==> src/rtl/lsu_split_pkg.sv <==
package lsu_split_pkg;

  typedef enum logic [2:0] {
    ST_IDLE    = 3'd0,
    ST_REQ_LO  = 3'd1,
    ST_WAIT_LO = 3'd2,
    ST_REQ_HI  = 3'd3,
    ST_WAIT_HI = 3'd4
  } split_state_e;

  // size code to byte count; code 3 is an alias of the long access
  function automatic logic [2:0] size_bytes(input logic [1:0] code);
    case (code)
      2'b00:   size_bytes = 3'd1;
      2'b01:   size_bytes = 3'd2;
      default: size_bytes = 3'd4;
    endcase
  endfunction

endpackage

==> src/rtl/lsu_store_steer.sv <==
module lsu_store_steer #(
  parameter int NB = 4
) (
  input  logic [$clog2(NB)-1:0] off_i,
  input  logic [$clog2(NB):0]   nbytes_i,
  input  logic                  big_i,
  input  logic [8*NB-1:0]       wdata_i,
  output logic [16*NB-1:0]      win_data_o,
  output logic [2*NB-1:0]       win_be_o
);
  localparam int WW = $clog2(NB) + 1;

  logic [16*NB-1:0] part_d [NB];
  logic [2*NB-1:0]  part_e [NB];

  for (genvar i = 0; i < NB; i++) begin : g_byte
    logic [WW-1:0] pos;
    logic          used;
    assign used = WW'(i) < nbytes_i;
    assign pos  = big_i ? WW'(off_i) + nbytes_i - WW'(1) - WW'(i)
                        : WW'(off_i) + WW'(i);
    always_comb begin
      part_d[i] = '0;
      part_e[i] = '0;
      if (used) begin
        part_d[i][pos*8 +: 8] = wdata_i[i*8 +: 8];
        part_e[i][pos]        = 1'b1;
      end
    end
  end

  always_comb begin
    win_data_o = '0;
    win_be_o   = '0;
    for (int k = 0; k < NB; k++) begin
      win_data_o = win_data_o | part_d[k];
      win_be_o   = win_be_o | part_e[k];
    end
  end

endmodule

==> src/rtl/lsu_load_merge.sv <==
module lsu_load_merge #(
  parameter int NB = 4
) (
  input  logic [16*NB-1:0]      win_i,
  input  logic [$clog2(NB)-1:0] off_i,
  input  logic [$clog2(NB):0]   nbytes_i,
  input  logic                  big_i,
  output logic [8*NB-1:0]       value_o
);
  localparam int WW = $clog2(NB) + 1;

  for (genvar i = 0; i < NB; i++) begin : g_byte
    logic [WW-1:0] pos;
    assign pos = big_i ? WW'(off_i) + nbytes_i - WW'(1) - WW'(i)
                       : WW'(off_i) + WW'(i);
    // bytes above the access size read as zero
    assign value_o[i*8 +: 8] = (WW'(i) < nbytes_i) ? win_i[pos*8 +: 8] : 8'h00;
  end

endmodule

==> src/rtl/lsu_split_fsm.sv <==
module lsu_split_fsm
  import lsu_split_pkg::*;
(
  input  logic clk_i,
  input  logic rst_ni,
  input  logic start_i,
  input  logic two_i,
  input  logic mem_ready_i,
  input  logic mem_rvalid_i,
  output logic idle_o,
  output logic issue_o,
  output logic hi_o,
  output logic rsp_lo_o,
  output logic final_o
);
  split_state_e state_q, state_d;

  always_comb begin
    state_d = state_q;
    unique case (state_q)
      ST_IDLE:    if (start_i) state_d = ST_REQ_LO;
      ST_REQ_LO:  if (mem_ready_i) state_d = ST_WAIT_LO;
      ST_WAIT_LO: if (mem_rvalid_i) state_d = two_i ? ST_REQ_HI : ST_IDLE;
      ST_REQ_HI:  if (mem_ready_i) state_d = ST_WAIT_HI;
      ST_WAIT_HI: if (mem_rvalid_i) state_d = ST_IDLE;
      default:    state_d = ST_IDLE;
    endcase
  end

  always_ff @(posedge clk_i or negedge rst_ni) begin
    if (!rst_ni) state_q <= ST_IDLE;
    else         state_q <= state_d;
  end

  assign idle_o   = state_q == ST_IDLE;
  assign issue_o  = (state_q == ST_REQ_LO) || (state_q == ST_REQ_HI);
  assign hi_o     = state_q == ST_REQ_HI;
  assign rsp_lo_o = (state_q == ST_WAIT_LO) && mem_rvalid_i;
  assign final_o  = mem_rvalid_i &&
                    (((state_q == ST_WAIT_LO) && !two_i) || (state_q == ST_WAIT_HI));

endmodule

==> src/rtl/lsu_split_unit.sv <==
module lsu_split_unit
  import lsu_split_pkg::*;
#(
  parameter int AW = 32,
  parameter int NB = 4
) (
  input  logic            clk_i,
  input  logic            rst_ni,
  input  logic            cfg_big_endian_i,
  input  logic            cfg_trap_i,
  input  logic            req_valid_i,
  output logic            req_ready_o,
  input  logic [AW-1:0]   req_addr_i,
  input  logic [1:0]      req_size_i,
  input  logic            req_write_i,
  input  logic [8*NB-1:0] req_wdata_i,
  output logic            mem_valid_o,
  input  logic            mem_ready_i,
  output logic [AW-1:0]   mem_addr_o,
  output logic            mem_write_o,
  output logic [NB-1:0]   mem_be_o,
  output logic [8*NB-1:0] mem_wdata_o,
  input  logic            mem_rvalid_i,
  input  logic [8*NB-1:0] mem_rdata_i,
  output logic            done_o,
  output logic [8*NB-1:0] rdata_o,
  output logic            trap_o
);
  localparam int DW = 8 * NB;
  localparam int OW = $clog2(NB);
  localparam int CW = OW + 1;
  localparam int SW = OW + 2;
  localparam int XW = AW - OW;

  // request decode
  logic [CW-1:0] in_nb;
  logic [OW-1:0] in_off;
  logic          in_misal, in_cross, accept, trap_hit, start;

  assign in_nb    = CW'(size_bytes(req_size_i));
  assign in_off   = req_addr_i[OW-1:0];
  assign in_misal = (in_off & OW'(in_nb - CW'(1))) != '0;
  assign in_cross = (SW'(in_off) + SW'(in_nb)) > SW'(NB);
  assign accept   = req_valid_i && req_ready_o;
  assign trap_hit = accept && in_misal && cfg_trap_i;
  assign start    = accept && !trap_hit;

  // latched access
  logic [XW-1:0] word_q;
  logic [OW-1:0] off_q;
  logic [CW-1:0] nb_q;
  logic          big_q, wr_q, two_q;
  logic [DW-1:0] wdata_q, lo_q, rdata_q;
  logic          done_q, trap_q;

  logic idle, issue, hi, rsp_lo, fin;

  lsu_split_fsm u_fsm (
    .clk_i       (clk_i),
    .rst_ni      (rst_ni),
    .start_i     (start),
    .two_i       (two_q),
    .mem_ready_i (mem_ready_i),
    .mem_rvalid_i(mem_rvalid_i),
    .idle_o      (idle),
    .issue_o     (issue),
    .hi_o        (hi),
    .rsp_lo_o    (rsp_lo),
    .final_o     (fin)
  );

  always_ff @(posedge clk_i or negedge rst_ni) begin
    if (!rst_ni) begin
      word_q  <= '0;
      off_q   <= '0;
      nb_q    <= '0;
      big_q   <= 1'b0;
      wr_q    <= 1'b0;
      two_q   <= 1'b0;
      wdata_q <= '0;
    end else if (start) begin
      word_q  <= req_addr_i[AW-1:OW];
      off_q   <= in_off;
      nb_q    <= in_nb;
      big_q   <= cfg_big_endian_i;
      wr_q    <= req_write_i;
      two_q   <= in_cross;
      wdata_q <= req_wdata_i;
    end
  end

  // store steering over the two-word window
  logic [2*DW-1:0] win_data;
  logic [2*NB-1:0] win_be;

  lsu_store_steer #(.NB(NB)) u_steer (
    .off_i     (off_q),
    .nbytes_i  (nb_q),
    .big_i     (big_q),
    .wdata_i   (wdata_q),
    .win_data_o(win_data),
    .win_be_o  (win_be)
  );

  assign req_ready_o = idle;
  assign mem_valid_o = issue;
  assign mem_write_o = wr_q;
  assign mem_addr_o  = {word_q + XW'(hi), {OW{1'b0}}};
  assign mem_be_o    = hi ? win_be[2*NB-1:NB] : win_be[NB-1:0];
  assign mem_wdata_o = hi ? win_data[2*DW-1:DW] : win_data[DW-1:0];

  // load merge
  logic [2*DW-1:0] rd_win;
  logic [DW-1:0]   merged;

  assign rd_win = two_q ? {mem_rdata_i, lo_q} : {{DW{1'b0}}, mem_rdata_i};

  lsu_load_merge #(.NB(NB)) u_merge (
    .win_i   (rd_win),
    .off_i   (off_q),
    .nbytes_i(nb_q),
    .big_i   (big_q),
    .value_o (merged)
  );

  always_ff @(posedge clk_i or negedge rst_ni) begin
    if (!rst_ni) begin
      lo_q    <= '0;
      rdata_q <= '0;
      done_q  <= 1'b0;
      trap_q  <= 1'b0;
    end else begin
      if (rsp_lo) lo_q <= mem_rdata_i;
      if (fin)    rdata_q <= wr_q ? '0 : merged;
      done_q <= fin;
      trap_q <= trap_hit;
    end
  end

  assign done_o  = done_q;
  assign rdata_o = rdata_q;
  assign trap_o  = trap_q;

endmodule

==> config.mk <==
export PLATFORM = sky130hd
export DESIGN_NAME = lsu_split_unit
export DESIGN_NICKNAME = d
export VERILOG_FILES = /design/src/rtl/lsu_split_pkg.sv /design/src/rtl/lsu_store_steer.sv /design/src/rtl/lsu_load_merge.sv /design/src/rtl/lsu_split_fsm.sv /design/src/rtl/lsu_split_unit.sv
export SDC_FILE = /design/constraint.sdc
export NUM_CORES = 1
export LEC_CHECK = 0
export BUFFER_PORTS_ARGS = -buffer_cell sky130_fd_sc_hd__buf_2
export CAP_MARGIN = 20
export CORE_MARGIN = 3
export CORE_UTILIZATION = 52
export DETAILED_ROUTE_END_ITERATION = 6
export PLACE_DENSITY = 0.81
export SETUP_SLACK_MARGIN = 0.1
export SKIP_CTS_REPAIR_TIMING = 1
export SLEW_MARGIN = 30
export SYNTH_ARGS = -nofsm -noshare
export SYNTH_HDL_FRONTEND = slang
export SYNTH_SLANG_ARGS = --single-unit
==> constraint.sdc <==
create_clock -name clk_i -period 6.65 [get_ports clk_i]
set_clock_uncertainty 0.2 [all_clocks]
set_input_delay 0 -clock clk_i [delete_from_list [all_inputs] [get_ports clk_i]]
set_output_delay 0 -clock clk_i [all_outputs]
set_load 0.1 [all_outputs]
; ---- Yosys cells after proc, flatten, opt, wreduce, memory -nomap -nowiden
; Index checks and enable logic that the tools add are counted.
[word_totals]
input_bits = 106
ram_bits = 0
rom_bits = 0
output_inout_bits = 105
latchBits = 0
mem_count = 0
regBits = 139
elab_cells = 128
[op_classes]
n_mul = 0
add_sub_neg = 15
reduce_logical = 19
n_mux = 36
div = 0
n_eq_ne = 10
n_bitwise = 11
n_shift = 12
n_lt_le_gt_ge = 13
[ops]
columns = cell, count
row1 = $mux W64, 5
row2 = $and A64 B64 Y64, 4
row3 = $shift A8 B34 Y64 const A, 4
row4 = $shiftx A64 B7 Y8, 4
row5 = $shiftx A8 B34 Y64, 4
row6 = $or A64 B64 Y64, 3
row7 = $neg A6 Y34, 4
row8 = $mux W32, 2
row9 = $mux W8, 8
row10 = $add A30 B1 Y30, 1
row11 = $mux W3, 9
row12 = $or A8 B8 Y8, 3
row13 = $lt A3 B4 Y1 const B, 4
row14 = $pmux W3 S5, 1
row15 = $demux W1 S3, 4
row16 = $ge A3 B1 Y1 const B, 4
row17 = $logic_and A1 B1 Y1, 11
row18 = $ne A2 B2 Y1 const B, 4
row19 = $add A2 B2 Y3 const B, 2
row20 = $eq A3 B2 Y1 const B, 2
row21 = $lt A1 B3 Y1 const A, 2
row22 = $lt A2 B3 Y1 const A, 2
row23 = $pmux W3 S2, 1
row24 = $sub A3 B1 Y3 const B, 2
row25 = 20 further kinds, 26

; ---- Depth between registers and ports, before layout
; Gate-level depths: netlist of the first run.
[logic_depth]
word_depth = 13
ltp_mapped = 19
mapped_depth_nobuf = 15

; ---- Modules after synthesis
; Synthesis of the first run repeated with hierarchy kept, for this count alone.
[unflattened]
hier_cells = 1207
hier_area_um2 = 12304.3
[modules_own_cells]
columns = module, n_inst, seq_area_each_um2, cells_each, area_each_um2
row1 = lsu_split_unit, 1, 3403.3, 567, 6946.7
row2 = lsu_store_steer, 1, 0.0, 445, 2869.0
row3 = lsu_load_merge, 1, 0.0, 173, 2275.9
row4 = lsu_split_fsm, 1, 75.1, 22, 212.7

; ---- Worst setup path after synthesis of the first run
; Ideal clock, no wire load.
[synth_timing]
path_kind = register -> output
start = reg nb_q[1]
end = out mem_wdata_o[15]
required_ns = 6.450
stages_incl_launch_ff = 18
arrival_time_ns = 6.118
slack_ns = 0.332
n_path_buf = 3
cell_sequence = dfrtp_1 -> buf_2 -> inv_1 -> ha_1 -> inv_1 -> ha_1 -> ha_1 -> and2_1 -> nor2_1 -> clkbuf_1 -> buf_1 -> ha_1 -> nand3b_1 -> a211oi_1 -> a21oi_1 -> o21ai_0 -> a21oi_1 -> a221oi_1
[synth_between]
elab_chain_cells = 12
elab_cells_between_ends = 37
cone_classes = add/sub (9) / order compare (4) / shift (8) / mux (9) / bitwise (7)
[synth_rtl]
columns = element, line
row1 = from (decl), lsu_split_unit.sv:51  ; logic [CW-1:0] nb_q;
row2 = from (signal assigned), lsu_split_unit.sv:84  ; nb_q <= in_nb;
row3 = $add A2 B3 Y3, lsu_store_steer.sv:20  ; assign pos = big_i ? WW'(off_i) + nbytes_i - WW'(1) - WW'(i)
row4 = $sub A3 B1 Y3 (2 in series), lsu_store_steer.sv:20
row5 = $mux W3, lsu_store_steer.sv:20
row6 = $neg A6 Y34, lsu_store_steer.sv:26  ; part_d[i][pos*8 +: 8] = wdata_i[i*8 +: 8];
row7 = $shiftx A8 B34 Y64 / $shift A8 B34 Y64 (equally long branches), lsu_store_steer.sv:26
row8 = $and A64 B64 Y64 (no line), -
row9 = $mux W64, lsu_store_steer.sv:25  ; if (used) begin
row10 = $or A64 B64 Y64 (2 in series), lsu_store_steer.sv:36  ; win_data_o = win_data_o | part_d[k];
row11 = $or A64 B64 Y64 (*), lsu_store_steer.sv:36
row12 = $mux W32 (*), lsu_split_unit.sv:110  ; assign mem_wdata_o = hi ? win_data[2*DW-1:DW] : win_data[DW-1:0];
row13 = to (decl), lsu_split_unit.sv:22  ; output logic [8*NB-1:0] mem_wdata_o,
; Every way passes the cells marked *; elsewhere a longest branch is shown, timed or not.

; ---- Final worst setup path of the first run
[layout_timing]
start = reg nb_q[1]
end = out mem_wdata_o[29]
; Same word-level chain as after synthesis.

==> results of run 1 <==
## flip-flops by register name (all words and copies together), names as in the netlist, 2 cells and up
signal         count
lo_q              32
rdata_o           32
wdata_q           32
word_q            30
nb_q               3
u_fsm.state_q      3
off_q              2
## cell families after synthesis
kind of cell / count (synthesis)
AO/OA/AOI/OAI: 357
XOR/XNOR: 34
adder cells (fa/ha/maj): 32
buffers and inverters: 157
flip-flops: 139
multiplexers: 94
other: 1
AND/OR/NAND/NOR: 587
## final timing paths
| path | startpoint | slack, ns | endpoint |
|---|---|---|---|
| hold reg to reg | rdata_o[2] | 0.29 | rdata_o[2] |
| min in group asynchronous | rst_ni | 0.43 | wdata_q[31] |
| setup reg to reg | nb_q[1] | 2.63 | rdata_o[13] |
| setup / recovery | nb_q[1] | 0.47 | mem_wdata_o[29] |
| max in group asynchronous | rst_ni | 4.19 | wdata_q[28] |
| hold / removal | req_addr_i[10] | 0.09 | word_q[8] |
## routing by layer
metal | share of wire | global-route usage | up-vias
met3 | 0.12 | 0.0725 | 177
met5 | 0 | 0 | -
met4 | 0.040 | 0.123 | 0
li1 | - | - | 5688
met2 | 0.45 | 0.478 | 967
met1 | 0.39 | 0.431 | 5977
## through the flow
stage                     area, sq um  utilization  std cells
after CTS                       13200        0.618       1833
after global placement          12600        0.590       1801
after global routing            14400        0.670       1943
after detailed placement        12600        0.591       1801
after floorplan                 11500            -       1402
final                           14400        0.670       1943
## cell type report
cell class / instances / area [sq um] / area share
Clock inverter: 15 / 173 / 0.0120
Tap cell: 275 / 344 / 0.0240
Timing Repair Buffer: 334 / 2270 / 0.158
Multi-Input combinational cell: 1106 / 7450 / 0.519
Antenna cell: 1 / 2.50 / 0.000174
Inverter: 56 / 213 / 0.0148
Clock buffer: 17 / 425 / 0.0296
Sequential cell: 139 / 3480 / 0.242
## synth_stat cells (13+ instances only)
master,n
inv_1,52
nor3_1,42
mux4_2,21
o31ai_1,13
nor4_1,27
clkbuf_1,65
a21oi_1,77
buf_2,26
nand3_1,67
and3_1,15
mux2_2,54
and2_1,14
o22ai_1,14
nor2_1,61
nand4_1,18
a221o_1,22
dfrtp_1,139
xnor2_1,20
a211o_1,24
nand2_1,283
a21o_1,14
mux2i_1,19
ha_1,31
a211oi_1,34
o21ai_0,68
## worst max-delay path: stages (launching register included)
cell and delay (ns):
dfrtp_1 0.61, inv_1 0.09, ha_1 0.29, inv_1 0.04
ha_1 0.38, ha_1 0.25, xnor2_2 0.23, a21o_1 0.57
inv_2 0.32, ha_1 0.73, inv_1 0.38, a2111oi_2 0.36
buf_4 0.23, o2bb2ai_1 0.12, a211oi_1 0.09, o21ai_0 0.23
and3_1 0.19, buf_2 0.42
==> metrics.md, run 1 <==
| Metric | Value |
|---|---|
| Fraction of registers with async set/reset | `1.00` |
| DR vias | `approximately 13000` |
| Yosys top cell area share | `0.302` |
| Row count | `53` |
| Number of remaining DRC errors | `9` |
| CTS Buffer Depth | `2` |
| Number of synthesized flops with an enable pin | `0` |
| Root buf cell | `clkbuf_16` |
| CP endpoint kind | `output port` |
| Max-Cap Viols | `0` |
| Core region area | `~0.021 sq mm` |
| Layout Area Growth over Synthesis | `24.7%` |
| First-pass GRT wire length | `60700 um` |
| Routed len/inst | `21.5 um` |
| Crit Path Max Fanout | `19` |
| Layout cells sized above 1 | `0.220` |
| DP HPWL | `~27000 um` |
| DIE HEIGHT | `roughly 150 um` |
| Clk_lat worst skew | `between 0.4 and 0.5 ns` |
| Hold Vio Cnt, Final | `0` |
| Drt first pass iters | `7` |
| Worst min path class | `primary input to flip-flop` |
| Reg2reg path depth | `11` |
| Initial Util | `0.538` |
| # fillers | `~1700` |
| CTS clk-pin slew, worst paths | `around 0.08 ns` |
| Die ar. | `about 0.024 sq mm` |
| Num CTS Buffers | `17` |
| Drt initial violations | `1621` |
| Commonest non-fill, non-tap cells in the layout | `nand2_1, buf_2, dfrtp_1, dlygate4sd3_1, a21oi_1` |
| CP arrival | `between 5 and 6 ns` |
| Htree depth | `4` |
| GR Overflow Total | `0` |
| Worst hold slack | `around 0.09 ns` |
| Fin nets | `approximately 1800` |
| Final Cycle Share | `0.930` |
| I/O pin count | `approximately 210` |
| Warnings from Yosys | `0` |
| CTS tree | `done` |
| Synth Area in Simple Gates | `0.244` |
| Multiplexer share of the synthesized area | `0.110` |
| Post-Place Setup Slack | `roughly 1.2 ns` |
| CP startpoint kind | `flip-flop` |
| Final setup viols | `0` |
| Syn Area/Cell | `a little over 8 sq um` |
| GRT Total Usage | `0.312` |
| Main flop type after synthesis | `dfrtp_1` |
| Largest net degree at the start of global routing | `99` |
| Largest family of logic cells by synthesized area | `simple AND/OR/NAND/NOR gates` |
| Max_slew headroom | `0.289` |
| Post-synthesis cell type count | `between 80 and 90` |
| Gpl congestion | `0.991` |
| Sink Count | `approximately 140` |
| Worst hold path cell count | `4` |
| Port Buffers | `~210` |
| Max Slew Vio Count | `0` |
| Adder-Cell Fraction of Synth Area | `0.0354` |
| Fmax | `roughly 0.16 GHz` |
| WP data required | `6.45 ns` |
| Critical Setup Path Class | `flip-flop to output port` |
| Post-Syn Area | `~0.012 sq mm` |
| Area contributors post-synth | `dfrtp_1, nand2_1, mux2_2` |
| RSZ-0062 raised after global routing | `no` |
| Die Width | `~150 um` |
| Final WL | `about 42000 um` |
| Synth Instances | `roughly 1400` |
| Number of global-route vias before repair | `11465` |
| Antenna violations before repair | `1` |
| Status | `finished with violations` |
| Sequential element share of the synthesized area | `0.302` |
| XOR/XNOR Fraction of Synth Area | `0.0298` |
| Fin Setup TNS | `0 ns` |
| #FFs+latches synth | `around 140` |
| Worst-Margin Slew | `~1.1 ns` |
| Most common cell after layout, fill and taps aside | `nand2_1` |
| Failing checks | `DRC` |
| Final ANT Viol Nets | `0` |
| Post-synth top area cell | `dfrtp_1` |
| Synth Area in Compound Gates | `0.223` |
| Via density | `between 6 and 7` |
| Fin worst setup slack | `0.466 ns` |
| Minimum clock period | `approximately 6.2 ns` |
Power of run 1 is left out: the tool's default activity adds up to more than one toggle a clock period on the data nets, which glitch-free logic cannot reach.
==> run 2, diff against run 1 <==
- CORE_MARGIN: 3 -> 2
==> run 2 against run 1 <==
  * The run ends with hold timing left
  * Via count down 1.5%
  * First-iteration DRC count down 7.6%
  * Utilization down 1.0 points
  * Sequential cell count unchanged
  * Non-clock buffer count down 1
  * Count of clock-buffer cells in the layout unchanged
  * Maximum frequency up 0.12%
  * Critical endpoint is now mem_wdata_o[13]
  * Highest routed layer unchanged
==> metrics.md, run 2 (synthesis gave the netlist of run 1 again) <==
| Metric | Value |
|---|---|
| Reg area | `0.00348 sq mm (unchanged)` |
| Max-Cap Viols | `0 (unchanged)` |
| GR Overflow Total | `0 (unchanged)` |
| Max Slew Vio Count | `0 (unchanged)` |
| CP endpoint kind | `output port` |
| Routed len/inst | `20.8 um (-3.4%)` |
| DP HPWL | `27000 um (+0.64%)` |
| CTS tree | `done` |
| Sink Count | `139 (unchanged)` |
| Worst min path class | `primary input to asynchronous set/reset pin` |
| Sum of buffers and inverters on the critical path | `6 (unchanged)` |
| Fin Setup TNS | `0 ns (unchanged)` |
| Worst-Margin Slew | `1.03 ns (-0.0233 ns)` |
| DIE HEIGHT | `153 um (-1.3%)` |
| Number of global-route vias before repair | `11423 (-0.37%)` |
| Root buf cell | `clkbuf_16` |
| Number of remaining DRC errors | `0 (-9)` |
| I/O pin count | `211 (unchanged)` |
| Reg2reg start | `nb_q[1]` |
| Antenna violations before repair | `1 (unchanged)` |
| Most frequent CP cell | `ha_1` |
| Htree depth | `4 (unchanged)` |
| Num CTS Buffers | `17 (unchanged)` |
| CP arrival | `5.98 ns (about the same)` |
| Multi-input gate area | `0.00746 sq mm (about the same)` |
| Critical path depth | `17 (unchanged)` |
| CTS clk-pin slew, worst paths | `0.08 ns (about the same)` |
| CP startpoint kind | `flip-flop` |
| Fin nets | `1791 (-0.056%)` |
| Final WL | `40400 um (-3.2%)` |
| First-pass GRT wire length | `61500 um (+1.5%)` |
| Minimum clock period | `6.18 ns (-0.00744 ns)` |
| Via density | `6.48 (-1.7%)` |
| DR vias | `12615 (-1.5%)` |
| Failing checks | `hold timing` |
| Row count | `54 (+1.9%)` |
| Die ar. | `0.0234 sq mm (-2.6%)` |
| Most common cell after layout, fill and taps aside | `nand2_1` |
| Drt initial violations | `1497 (-7.6%)` |
| Largest net degree at the start of global routing | `99 (unchanged)` |
| Commonest non-fill, non-tap cells in the layout | `nand2_1, buf_2, dfrtp_1, dlygate4sd3_1, a21oi_1` |
| Final Cycle Share | `0.929 (-0.00112)` |
| Critical path, cell by cell | `inv_1 -> ha_1 -> inv_1 -> ha_1 -> ha_1 -> xnor2_2 -> a21o_1 -> inv_2 -> ha_1 -> inv_1 -> a211oi_1 -> buf_4 -> a21oi_1 -> o21ai_0 -> a21oi_1 -> a221oi_1 -> buf_2` |
| Layout Area Growth over Synthesis | `24.7% (about the same)` |
| # fillers | `1747 (+2.1%)` |
| Critical Path Slowest Stage Cell | `ha_1` |
| Core region area | `0.0218 sq mm (+1.6%)` |
| CTS Buffer Depth | `2 (unchanged)` |
| Initial Util | `0.529 (-0.00832)` |
| Critical path's top delay family | `adder cells` |
| Status | `finished with violations` |
| Final ANT Viol Nets | `0 (unchanged)` |
| Crit path largest cell delay | `0.74 ns (about the same)` |
| RSZ-0062 raised after global routing | `no` |
| Layout cells sized above 1 | `0.221 (+0.00133)` |
| Worst R2R Setup Slack | `2.41 ns (-0.22 ns)` |
| Worst hold slack | `-0.0583 ns (-0.149 ns)` |
| Max_slew headroom | `0.304 (+0.0157)` |
| Clk_lat worst skew | `0.44 ns (about the same)` |
| Reg-to-reg endpoint | `rdata_o[31]` |
| Fmax | `0.162 GHz (+0.12%)` |
| Final setup viols | `0 (unchanged)` |
| Hold Vio Cnt, Final | `45 (+45)` |
| Drt first pass iters | `6 (-1)` |
| Port Buffers | `208 (unchanged)` |
| GRT Total Usage | `0.324 (+0.0119)` |
| Crit Path Max Fanout | `19 (unchanged)` |
| Reg2reg path depth | `11 (unchanged)` |
| Die Width | `153 um (-1.3%)` |
| Gpl congestion | `0.977 (-1.4%)` |
| WP data required | `6.45 ns (about the same)` |
| Critical Setup Path Class | `flip-flop to output port` |
run 2: cell types whose count changed in the layout (fill, tap and decap cells not counted), moves of 2 or more:
cell,delta
dlygate4sd3_1,-2
clkinvlp_4,+2
clkinv_8,+2
inv_6,-2
run 2: metal layers:
layer  track usage  wire [um]  vias to the layer above
li1              -          -                     5690
met1         0.447      15900                     5921
met2         0.488      18100                      842
met3        0.0856       4660                      162
met4         0.131       1720                        0
met5             0          0                        -
run 2: worst max-delay path by stage:
stage,to,start,slack [ns]
floorplan,mem_wdata_o[15],nb_q[1],0.33
global placement,mem_wdata_o[29],nb_q[1],1.19
detailed placement,mem_wdata_o[10],nb_q[1],1.10
CTS,mem_wdata_o[10],nb_q[1],0.62
global route,mem_wdata_o[29],nb_q[1],0.12
finish,mem_wdata_o[13],nb_q[1],0.47
run 2: cell type report:
type,count,area share
Clock inverter,15,0.0122
Timing Repair Buffer,333,0.157
Multi-Input combinational cell,1106,0.519
Clock buffer,17,0.0296
Inverter,56,0.0148
Tap cell,280,0.0244
Sequential cell,139,0.242
Antenna cell,1,0.000174
run 2: stage by stage:
step                setup WS (ns)  cells  utilization  instance area [sq um]  hold WS, ns
floorplan                   0.332   1402            -                  11500       -0.496
global placement             1.19   1807        0.581                  12700       -0.142
detailed placement           1.10   1807        0.582                  12700       -0.140
CTS                         0.616   1839        0.610                  13300       -0.601
global route                0.120   1947        0.660                  14400      0.00506
finish                      0.473   1947        0.660                  14400      -0.0583
Power of run 2 is left out for the same reason.
==> run 3, diff against run 2 <==
- SYNTH_HIERARCHICAL: default -> 1
==> run 3 against run 2 <==
  * Highest routed layer unchanged
  * Maximum frequency rose by 9.4%
  * Sequential share of layout area is 1.2 points lower
  * Hold slack improved by 0.059 ns
  * Sequential cell count is the same
  * Non-clock buffer count decreased by 5
  * Register-to-register slack better by 0.48 ns
  * Critical endpoint is now mem_wdata_o[25]
  * Cell count down 8.3%
  * Die area increased by 6.7%
  * The flow now finishes without violations
  * Setup slack better by 0.53 ns
  * Utilization shrank 1.3 points
  * Design area rose by 5.2%
==> metrics.md, run 3 <==
| Metric | Value |
|---|---|
| Most frequent CP cell | `ha_1` |
| Root buf cell | `clkbuf_16` |
| Top post-synthesis cells by count | `mux2_2, dfrtp_1, nand2_1` |
| Final ANT Viol Nets | `0 (unchanged)` |
| Core region area | `0.0233 sq mm (+7.2%)` |
| GRT Total Usage | `0.288 (-0.0364)` |
| Die ar. | `0.0249 sq mm (+6.7%)` |
| Minimum clock period | `5.65 ns (-0.528 ns)` |
| Number of global-route vias before repair | `10634 (-6.9%)` |
| DR vias | `11476 (-9.0%)` |
| Drt initial violations | `1137 (-24%)` |
| Routed len/inst | `21.2 um (+2.0%)` |
| Drt first pass iters | `7 (+1)` |
| DIE HEIGHT | `158 um (+3.3%)` |
| Max_slew headroom | `0.333 (+0.0289)` |
| CP arrival | `5.45 ns (-0.53 ns)` |
| Fmax | `0.177 GHz (+9.4%)` |
| Critical Setup Path Class | `flip-flop to output port` |
| Fin nets | `1588 (-11%)` |
| RSZ-0062 raised after global routing | `no` |
| Syn Area/Cell | `10.2 sq um (+24%)` |
| Initial Util | `0.527 (-0.00198)` |
| Critical path, cell by cell | `inv_1 -> ha_1 -> inv_1 -> ha_1 -> ha_1 -> and2_1 -> nor2_1 -> inv_1 -> ha_1 -> ha_1 -> nor3_1 -> a32o_1 -> a221o_1 -> mux2_2 -> buf_2` |
| Num CTS Buffers | `17 (unchanged)` |
| CTS clk-pin slew, worst paths | `0.07 ns (about the same)` |
| Post-synthesis cell type count | `80 (-2.4%)` |
| ANT cells | `0 (-1)` |
| CP startpoint kind | `flip-flop` |
| Critical Path Slowest Stage Cell | `nor3_1` |
| Clk_lat worst skew | `0.42 ns (-0.02 ns)` |
| Crit Path Max Fanout | `10 (-9)` |
| Crit path largest cell delay | `0.81 ns (+0.07 ns)` |
| Area contributors post-synth | `dfrtp_1, mux2_2, mux4_2` |
| Hold Vio Cnt, Final | `0 (-100%)` |
| Layout cells sized above 1 | `0.351 (+0.130)` |
| Max Slew Vio Count | `0 (unchanged)` |
| Reg2reg start | `off_q[1]` |
| # fillers | `1826 (+4.5%)` |
| DP HPWL | `25400 um (-5.9%)` |
| Fin Setup TNS | `0 ns (unchanged)` |
| Warnings from Yosys | `6 (+6)` |
| CTS tree | `done` |
| Worst R2R Setup Slack | `2.89 ns (+0.48 ns)` |
| Final WL | `37800 um (-6.4%)` |
| First-pass GRT wire length | `56600 um (-8.0%)` |
| Main flop type after synthesis | `dfrtp_1` |
| Post-Syn Area | `0.0123 sq mm (+6.8%)` |
| Critical path's top delay family | `adder cells` |
| Die Width | `158 um (+3.3%)` |
| Commonest non-fill, non-tap cells in the layout | `buf_2, mux2_2, dfrtp_1, dlygate4sd3_1, nand2_1` |
| Port Buffers | `208 (unchanged)` |
| Final setup viols | `0 (unchanged)` |
| Worst Setup SP | `off_q[1]` |
| CTS Buffer Depth | `2 (unchanged)` |
| Sink Count | `139 (unchanged)` |
| Fraction of registers with async set/reset | `1.00 (unchanged)` |
| Top-count cell post-synth | `mux2_2` |
| Layout Area Growth over Synthesis | `22.7%` |
| Sum of buffers and inverters on the critical path | `4 (-2)` |
| Yosys top cell area share | `0.283 (-0.0193)` |
| I/O pin count | `211 (unchanged)` |
| Row count | `56 (+3.7%)` |
| Sequential element share of the synthesized area | `0.283 (-0.0193)` |
| Max-Cap Viols | `0 (unchanged)` |
| Htree depth | `4 (unchanged)` |
| WP data required | `6.45 ns (about the same)` |
| Status | `completed` |
| CP endpoint kind | `output port` |
| GR Overflow Total | `0 (unchanged)` |
| Largest net degree at the start of global routing | `84 (-15%)` |
| Worst min path class | `primary input to asynchronous set/reset pin` |
| Final Cycle Share | `0.849 (-0.0794)` |
| Via density | `6.43 (-0.83%)` |
| Antenna violations before repair | `0 (-1)` |
| Worst-Margin Slew | `0.992 ns (-0.0430 ns)` |
| Synth Instances | `1207 (-14%)` |
| Gpl congestion | `0.967 (-0.97%)` |
| Number of remaining DRC errors | `0 (unchanged)` |
| #FFs+latches synth | `139 (unchanged)` |
| Post-synth top area cell | `dfrtp_1` |
| Number of synthesized flops with an enable pin | `0 (unchanged)` |
| Most common cell after layout, fill and taps aside | `buf_2` |
## run 3: cell types whose count changed after synthesis, moves of 24 or more
cell	change
a211oi_1	-31
buf_1	+24
and2_1	+25
nand2_1	-201
mux2_2	+110
a21oi_1	-63
o211ai_1	+26
clkbuf_1	-30
mux4_2	+43
nand3b_1	+32
o21ai_0	-27
a211o_1	-24
nor4_1	-24
nor3_1	-24
## run 3: worst paths after layout
| kind | to | depth (start not counted) |
|---|---|---|
| min | lo_q[12] | 2 |
| min reg2reg | lo_q[23] | 1 |
| max in group asynchronous | wdata_q[2] | 3 |
| max reg2reg | rdata_o[14] | 11 |
| min in group clk_i | word_q[17] | 3 |
| max | mem_wdata_o[25] | 15 |
## run 3: cell families (layout without fill, tap and decap cells)
group | count (synthesis) | count (layout) | share of synthesized area
and+or+nand+nor | 360 | 360 | 0.161
xor gates and xnor gates | 43 | 43 | 0.0354
other | 1 | 2 | 0.000305
DFF | 139 | 139 | 0.283
buffers and inverters | 157 | 416 | 0.0569
adders and majority gates | 28 | 28 | 0.0291
muxes | 271 | 271 | 0.306
AOI/OAI and AO/OA | 208 | 208 | 0.128
## run 3: per-layer routing
metal	track usage	vias up	wire, um
met5	0	-	0
met2	0.470	750	18200
met4	0.120	0	1620
met3	0.0594	144	3710
met1	0.373	5533	14300
li1	-	5049	-
## run 3: worst reg2reg max path: stages (launching register included)
cell and delay, ns:
dfrtp_1 0.63, inv_1 0.13, ha_1 0.30, inv_1 0.04, ha_1 0.40, ha_1 0.38, a21oi_4 0.55, mux4_2 0.59
mux2i_1 0.14, nor2_1 0.06, nand3b_1 0.11, o21ai_0 0.10
## run 3: area by class of cell
| type | count | area (sq um) | share of cell area |
|---|---|---|---|
| inverters | 56 | 210 | 0.0139 |
| multi-input cells | 912 | 8220 | 0.544 |
| repair buffers | 328 | 2220 | 0.147 |
| well taps | 319 | 399 | 0.0264 |
| clock buffers | 19 | 443 | 0.0293 |
| flip-flops and latches | 139 | 3480 | 0.231 |
| clock inverters | 13 | 131 | 0.00870 |
## run 3: metrics by stage
step | cells | setup slack, ns | hold slack [ns] | area [sq um] | utilization
after global routing | 1786 | 0.788 | 0.0684 | 15100 | 0.647
after CTS | 1679 | 1.13 | -0.526 | 14000 | 0.600
final | 1786 | 1.00 | 0.000275 | 15100 | 0.647
after floorplan | 1208 | 2.24 | -0.496 | 12300 | -
after detailed placement | 1647 | 1.62 | -0.0776 | 13400 | 0.576
after global placement | 1647 | 1.77 | -0.0860 | 13400 | 0.574
Power of run 3 is left out for the same reason.
